### src/rtl/fpm_pkg.sv
package fpm_pkg;
  localparam int EXP_W  = 8;
  localparam int FRAC_W = 23;
  localparam int WORD_W = 1 + EXP_W + FRAC_W;
  localparam int BIAS   = (1 << (EXP_W - 1)) - 1;

  typedef enum logic [1:0] {
    OPK_ZERO = 2'd0,
    OPK_NORM = 2'd1,
    OPK_INF  = 2'd2,
    OPK_NAN  = 2'd3
  } op_kind_e;
endpackage

### src/rtl/fpm_classify.sv
module fpm_classify
  import fpm_pkg::*;
#(
  parameter int EW = EXP_W,
  parameter int FW = FRAC_W
) (
  input  logic [EW-1:0] exp_i,
  input  logic [FW-1:0] frac_i,
  output op_kind_e      kind_o
);
  logic exp_zero, exp_ones, frac_zero;

  always_comb begin
    exp_zero  = (exp_i == '0);
    exp_ones  = (exp_i == '1);
    frac_zero = (frac_i == '0);
    if (exp_zero)       kind_o = OPK_ZERO;
    else if (!exp_ones) kind_o = OPK_NORM;
    else if (frac_zero) kind_o = OPK_INF;
    else                kind_o = OPK_NAN;
  end
endmodule

### src/rtl/fpm_exp_adder.sv
module fpm_exp_adder #(
  parameter int W = 8
) (
  input  logic [W-1:0] a_i,
  input  logic [W-1:0] b_i,
  output logic [W:0]   sum_o
);
  localparam int LO = W / 2;
  localparam int HI = W - LO;

  logic [LO:0]   lo_sum;
  logic [HI:0]   hi_c0;
  logic [HI:0]   hi_c1;
  logic [HI:0]   run_and;

  assign lo_sum = {1'b0, a_i[LO-1:0]} + {1'b0, b_i[LO-1:0]};
  assign hi_c0  = {1'b0, a_i[W-1:LO]} + {1'b0, b_i[W-1:LO]};

  // increment stage: bit i flips when all lower bits are one
  assign run_and[0] = 1'b1;
  assign hi_c1[0]   = ~hi_c0[0];
  for (genvar i = 1; i <= HI; i++) begin : g_inc
    assign run_and[i] = run_and[i-1] & hi_c0[i-1];
    assign hi_c1[i]   = hi_c0[i] ^ run_and[i];
  end

  assign sum_o = {(lo_sum[LO] ? hi_c1 : hi_c0), lo_sum[LO-1:0]};
endmodule

### src/rtl/fpm_sig_mul.sv
module fpm_sig_mul #(
  parameter int FW = 23
) (
  input  logic [FW-1:0] frac_a_i,
  input  logic [FW-1:0] frac_b_i,
  output logic          norm_o,
  output logic [FW-1:0] frac_o
);
  localparam int SW = FW + 1;
  localparam int PW = 2 * SW;

  logic [PW-1:0] prod;

  assign prod   = {{SW{1'b0}}, 1'b1, frac_a_i} * {{SW{1'b0}}, 1'b1, frac_b_i};
  assign norm_o = prod[PW-1];
  assign frac_o = norm_o ? prod[PW-2 -: FW] : prod[PW-3 -: FW];
endmodule

### src/rtl/fp32_mul_trunc.sv
module fp32_mul_trunc
  import fpm_pkg::*;
(
  input  logic        clk,
  input  logic        rst_n,
  input  logic        in_valid,
  input  logic [31:0] op_a,
  input  logic [31:0] op_b,
  output logic        out_valid,
  output logic [31:0] result,
  output logic        overflow,
  output logic        underflow
);
  localparam int AW = EXP_W + 2;
  localparam logic [AW-1:0] EXP_MAX = AW'((1 << EXP_W) - 1);
  localparam logic [WORD_W-1:0] QNAN = {1'b0, {EXP_W{1'b1}}, 1'b1, {(FRAC_W-1){1'b0}}};

  // reset synchronizer: asynchronous assert, synchronous release
  logic [1:0] rst_sync;
  logic       rst_int_n;

  always_ff @(posedge clk or negedge rst_n) begin
    if (!rst_n) rst_sync <= 2'b00;
    else        rst_sync <= {rst_sync[0], 1'b1};
  end
  assign rst_int_n = rst_sync[1];

  // field split
  logic              sgn_a, sgn_b, sgn_p;
  logic [EXP_W-1:0]  exp_a, exp_b;
  logic [FRAC_W-1:0] frc_a, frc_b;
  op_kind_e          kind_a, kind_b;

  assign {sgn_a, exp_a, frc_a} = op_a;
  assign {sgn_b, exp_b, frc_b} = op_b;
  assign sgn_p = sgn_a ^ sgn_b;

  fpm_classify #(.EW(EXP_W), .FW(FRAC_W)) u_cls_a (
    .exp_i(exp_a), .frac_i(frc_a), .kind_o(kind_a)
  );
  fpm_classify #(.EW(EXP_W), .FW(FRAC_W)) u_cls_b (
    .exp_i(exp_b), .frac_i(frc_b), .kind_o(kind_b)
  );

  // exponent path
  logic [EXP_W:0] exp_sum;

  fpm_exp_adder #(.W(EXP_W)) u_exp_add (
    .a_i(exp_a), .b_i(exp_b), .sum_o(exp_sum)
  );

  // significand path
  logic              prod_norm;
  logic [FRAC_W-1:0] prod_frac;

  fpm_sig_mul #(.FW(FRAC_W)) u_sig_mul (
    .frac_a_i(frc_a), .frac_b_i(frc_b), .norm_o(prod_norm), .frac_o(prod_frac)
  );

  // bias and normalization correction, signed in AW bits
  logic [AW-1:0] exp_adj;
  logic          adj_low, adj_high;

  assign exp_adj  = {1'b0, exp_sum} + AW'(prod_norm) - AW'(BIAS);
  assign adj_low  = exp_adj[AW-1] || (exp_adj == '0);
  assign adj_high = !exp_adj[AW-1] && (exp_adj >= EXP_MAX);

  // result selection
  logic [WORD_W-1:0] res_nxt;
  logic              ovf_nxt, unf_nxt;

  always_comb begin
    res_nxt = '0;
    ovf_nxt = 1'b0;
    unf_nxt = 1'b0;
    if (kind_a == OPK_NAN) begin
      res_nxt = op_a | (WORD_W'(1) << (FRAC_W - 1));
    end else if (kind_b == OPK_NAN) begin
      res_nxt = op_b | (WORD_W'(1) << (FRAC_W - 1));
    end else if ((kind_a == OPK_INF && kind_b == OPK_ZERO) ||
                 (kind_a == OPK_ZERO && kind_b == OPK_INF)) begin
      res_nxt = QNAN;
    end else if (kind_a == OPK_INF || kind_b == OPK_INF) begin
      res_nxt = {sgn_p, {EXP_W{1'b1}}, {FRAC_W{1'b0}}};
    end else if (kind_a == OPK_ZERO || kind_b == OPK_ZERO) begin
      res_nxt = {sgn_p, {(WORD_W-1){1'b0}}};
    end else if (adj_high) begin
      res_nxt = {sgn_p, {EXP_W{1'b1}}, {FRAC_W{1'b0}}};
      ovf_nxt = 1'b1;
    end else if (adj_low) begin
      res_nxt = {sgn_p, {(WORD_W-1){1'b0}}};
      unf_nxt = 1'b1;
    end else begin
      res_nxt = {sgn_p, exp_adj[EXP_W-1:0], prod_frac};
    end
  end

  // output register with explicit enable
  always_ff @(posedge clk or negedge rst_int_n) begin
    if (!rst_int_n) begin
      out_valid <= 1'b0;
      result    <= '0;
      overflow  <= 1'b0;
      underflow <= 1'b0;
    end else begin
      out_valid <= in_valid;
      if (in_valid) begin
        result    <= res_nxt;
        overflow  <= ovf_nxt;
        underflow <= unf_nxt;
      end
    end
  end
endmodule

### config.mk
export PLATFORM = sky130hd
export DESIGN_NAME = fp32_mul_trunc
export DESIGN_NICKNAME = d
export VERILOG_FILES = /design/src/rtl/fpm_pkg.sv /design/src/rtl/fpm_classify.sv /design/src/rtl/fpm_exp_adder.sv /design/src/rtl/fpm_sig_mul.sv /design/src/rtl/fp32_mul_trunc.sv
export SDC_FILE = /design/constraint.sdc
export NUM_CORES = 2
export LEC_CHECK = 0
export BUFFER_PORTS_ARGS = -buffer_cell sky130_fd_sc_hd__buf_2
export CORE_UTILIZATION = 45
export DETAILED_ROUTE_END_ITERATION = 6
export PLACE_DENSITY_LB_ADDON = 0.12
export SKIP_LAST_GASP = 1
export SLEW_MARGIN = 15
export SYNTH_ARGS = -nofsm -noshare
export SYNTH_HDL_FRONTEND = slang
export SYNTH_SLANG_ARGS = --single-unit
### constraint.sdc
create_clock -name clk -period 1.3 [get_ports clk]
set_clock_uncertainty 0.15 [all_clocks]
set_input_delay 0.325 -clock clk [delete_from_list [all_inputs] [get_ports clk]]
set_output_delay 0.325 -clock clk [all_outputs]
set_load 0.01 [all_outputs]
==> impl.org <==
** Status
- The run finished, with violations left.
- The checks that failed: negative setup slack.

** Synth
- Synthesis inferred 37 register bits.
- Post-synthesis cell area :: roughly 0.022 mm2
- In this run, synthesis inferred 0 flip-flops with an integrated enable.
- Number of different library cells in the post-synthesis netlist :: between 70 and 80
- Dividing the synthesized area by the synthesized cell count gives roughly 8.6 um2.
- In the synthesized netlist the async set-or-reset flop fraction comes to 100%.
- Yosys printed 0 warnings.
- Number of instances in the synthesized netlist :: 2509
- Synthesis produced a netlist with a net count of around 3200.
- Sequential cell area fraction in the yosys report :: between 4 and 5%
- Main synth FF type :: sky130_fd_sc_hd__dfrtp_1

** STA
- Across all setup checks in the final design, the least slack found is -7.37 ns.
- RSZ-0062 raised after global routing :: true
- Worst Tran Pin Value :: 0.472 ns
- Fin crit share :: 667%
- Number of setup violations in the final report :: 48
- Min Clock Period, post-route :: just under 9 ns
- Fin Setup TNS :: -240.28 ns
- Measured against its own limit, the worst slew margin works out to around two thirds.
- Number of endpoints with negative hold slack in the final report :: 0
- Timing would allow up to 115 MHz.
- Max Slew Vio Count :: 0

** Clock tree
- The clock drives 37 sinks.
- Worst skew pair latency :: between 0.2 and 0.3 ns
- Clock tree synthesis selected as its root buffer the cell sky130_fd_sc_hd__clkbuf_16.
- In this run the deepest clock path goes through 2 buffers.
- After clock tree synthesis, the clock-pin slew on the worst setup and hold paths is roughly 0.060 ns.
- TritonCTS clock tree :: built
- H-tree Lvls :: 2
- Number of clock buffers inserted by TritonCTS :: 5

** Detailed routing
- The routed layout has about 19000 vias.
- Starting DRT DRC Count :: approximately 1000
- Total DRC errors in the routed layout :: 0
- The pre-antenna-repair detailed-routing pass consisted of 5 iterations.
- Detail Route Antenna Nets :: 0
- The routed design has around 74000 um of wire.
- Post-DR wirelength/cell :: 20.6 um
- Average vias per placed instance :: approximately 5.3

** GRT
- First-pass GRT wire length :: 117000 um
- Tot GR Track Use :: between 30% and 40%
- Vias in the first global route :: 21011
- Entering global routing, the biggest net connects 36 pins.
- Initial antenna violation count :: 1
- For this run the aggregate overflow at the end of global routing stands at 0.

** Critical path
- Worst setup EP type :: register
- Max Fanout on Critical Path :: 10
- The endpoint identified for the worst register-to-register timing path is result[22].
- Cell repeated most along the worst path :: sky130_fd_sc_hd__fa_1
- Across all register-to-register paths, the minimum setup slack is around 0.11 ns.
- The critical path is of the in2reg type.
- Crit path largest cell delay :: a little under 0.6 ns
- The worst setup path is launched from an input pin.
- The largest individual stage delay along the critical path comes from the cell sky130_fd_sc_hd__fa_1.
- Data arrives at the worst endpoint at a little under 9 ns.
- The worst register-to-register path has a depth of 4.
- Required time at the endpoint of the critical path :: about 1.3 ns
- The worst register-to-register path begins at result[22].

** Final layout
- Most used cells in the layout excluding fill and tap cells :: sky130_fd_sc_hd__inv_1 (556), sky130_fd_sc_hd__fa_1 (463), sky130_fd_sc_hd__buf_4 (459)
- Nets :: ~3700
- The sequential cells in the finished layout cover a total of roughly 930 um2.
- Fillers :: between 4000 and 5000
- The post-route netlist has roughly a quarter of its cells at a drive strength greater than 1.
- After routing the design area is 0.0280 mm2.
- Summing all multi-input logic gate instances after layout gives about 0.019 mm2.
- Share of the core filled with cells in the final layout :: around 60%
- Leaving out fill and tap cells, the most frequent cell in the layout is sky130_fd_sc_hd__inv_1.
- The area growth from synthesis to layout is 29.8%.

** Placement
- Routability-driven placement finished with a final weighted congestion of 0.979.
- The placed instances occupy a cell area of between 0.02 and 0.03 mm2.
- OpenSTA, run right after detailed placement, puts the worst setup slack at -7.97 ns.
- # port buffers :: a little over 100
- HPWL after DPL :: a little over 60000 um

** Floorplanning
- Total I/O pin count :: 102
- Starting density of the core :: between 40% and 50%
- Die X-Extent :: 221 um
- The initialized floorplan defines between 70 and 80 standard-cell rows.
- Placeable Area :: approximately 0.047 mm2
- Die outline height :: between 200 and 250 um
- DIE AREA :: ~0.05 mm2

** Flow run
- Number of max-cap violations :: 0

** Hold path
- Worst min-delay path category :: reg2async
cells in the mapped netlist, drive strengths merged (16+ instances only):
| library cell | count | area share, % |
|---|---|---|
| and2 | 218 | 6.3 |
| nand3 | 17 | 0.39 |
| nor4 | 20 | 0.65 |
| a22oi | 16 | 0.56 |
| nand2 | 347 | 6.0 |
| nor2 | 92 | 1.6 |
| inv | 578 | 10 |
| xnor2 | 30 | 1.2 |
| clkbuf | 118 | 2.1 |
| fa | 483 | 45 |
| nor3 | 16 | 0.37 |
| ha | 182 | 11 |
| dfrtp | 37 | 4.3 |
| a21oi | 61 | 1.4 |
| nand4 | 18 | 0.52 |
| a21o | 24 | 0.84 |
| o21ai | 88 | 2.0 |
sequential cells by signal (all words and copies together) (netlist names):
register and count:
overflow 1, rst_sync 2, result 32, out_valid 1, underflow 1
worst max path at each step:
stage                 end  depth (start not counted)      from
2_1_floorplan  result[13]                         40   op_b[5]
3_3_place_gp   result[22]                         38  op_a[10]
3_5_place_dp   result[16]                         38  op_a[10]
4_1_cts         result[7]                         38   op_b[4]
5_1_grt        result[16]                         39  op_a[20]
6_report       result[16]                         37  op_a[11]
repair_timing:
item                                    in CTS  in global routing
endpoints found under the setup margin      50                 66
pin swaps                                   95                 43
gates resized for setup                    257                 69
setup buffers                               57                 12
cloned                                       6                  0
endpoints found under the hold margin        2                  0
hold buffers                                 1                  0
critical path, delay by kind of cell:
family / cells / cell delay (ns)
buf+inv: 9 / 0.88
simple gates: 8 / 1.61
compound gates: 8 / 1.46
xor+xnor: 2 / 0.29
fa+ha+maj: 10 / 4.11
layout make-up:
class / instances / share of cell area (%)
sequential: 37 / 3.31
antenna: 2 / 0.0179
tap: 607 / 2.71
clock buffer: 6 / 0.460
multi-input combinational: 1768 / 67.0
clock inverter: 2 / 0.0358
inverter: 580 / 7.84
timing repair buffer: 609 / 18.6
per-layer routing:
| metal | up-vias | share of wire (%) | wire, um | GRT usage [%] |
|---|---|---|---|---|
| met5 | - | 0 | 0 | 0 |
| met3 | 161 | 5.0 | 3710 | 3.15 |
| met4 | 0 | 4.2 | 3140 | 11.4 |
| met2 | 597 | 50 | 37500 | 55.9 |
| met1 | 9732 | 40 | 30000 | 39.6 |
| li1 | 8576 | - | - | - |
metrics by stage:
step	hold WS [ns]	std cells
3_3_place_gp	-0.0373	3529
6_report	0.0780	3611
5_1_grt	0.111	3609
2_1_floorplan	-0.121	2509
4_1_cts	0.0987	3600
3_5_place_dp	-0.0329	3529
cells by family (layout without fill, tap and decap cells):
kind of cell | count (synthesis) | after routing | synth area share (%)
compound gates | 273 | 273 | 8.09
xor+xnor | 41 | 41 | 1.76
fa+ha+maj | 665 | 665 | 55.4
buf+inv | 704 | 1197 | 12.3
flops | 37 | 37 | 4.29
mux | 14 | 14 | 0.661
other cells | 1 | 3 | 0.0174
simple gates | 774 | 774 | 17.4
Power is not shown: default switching activity piles up to over one toggle a cycle in this logic, so the estimate is an artifact.
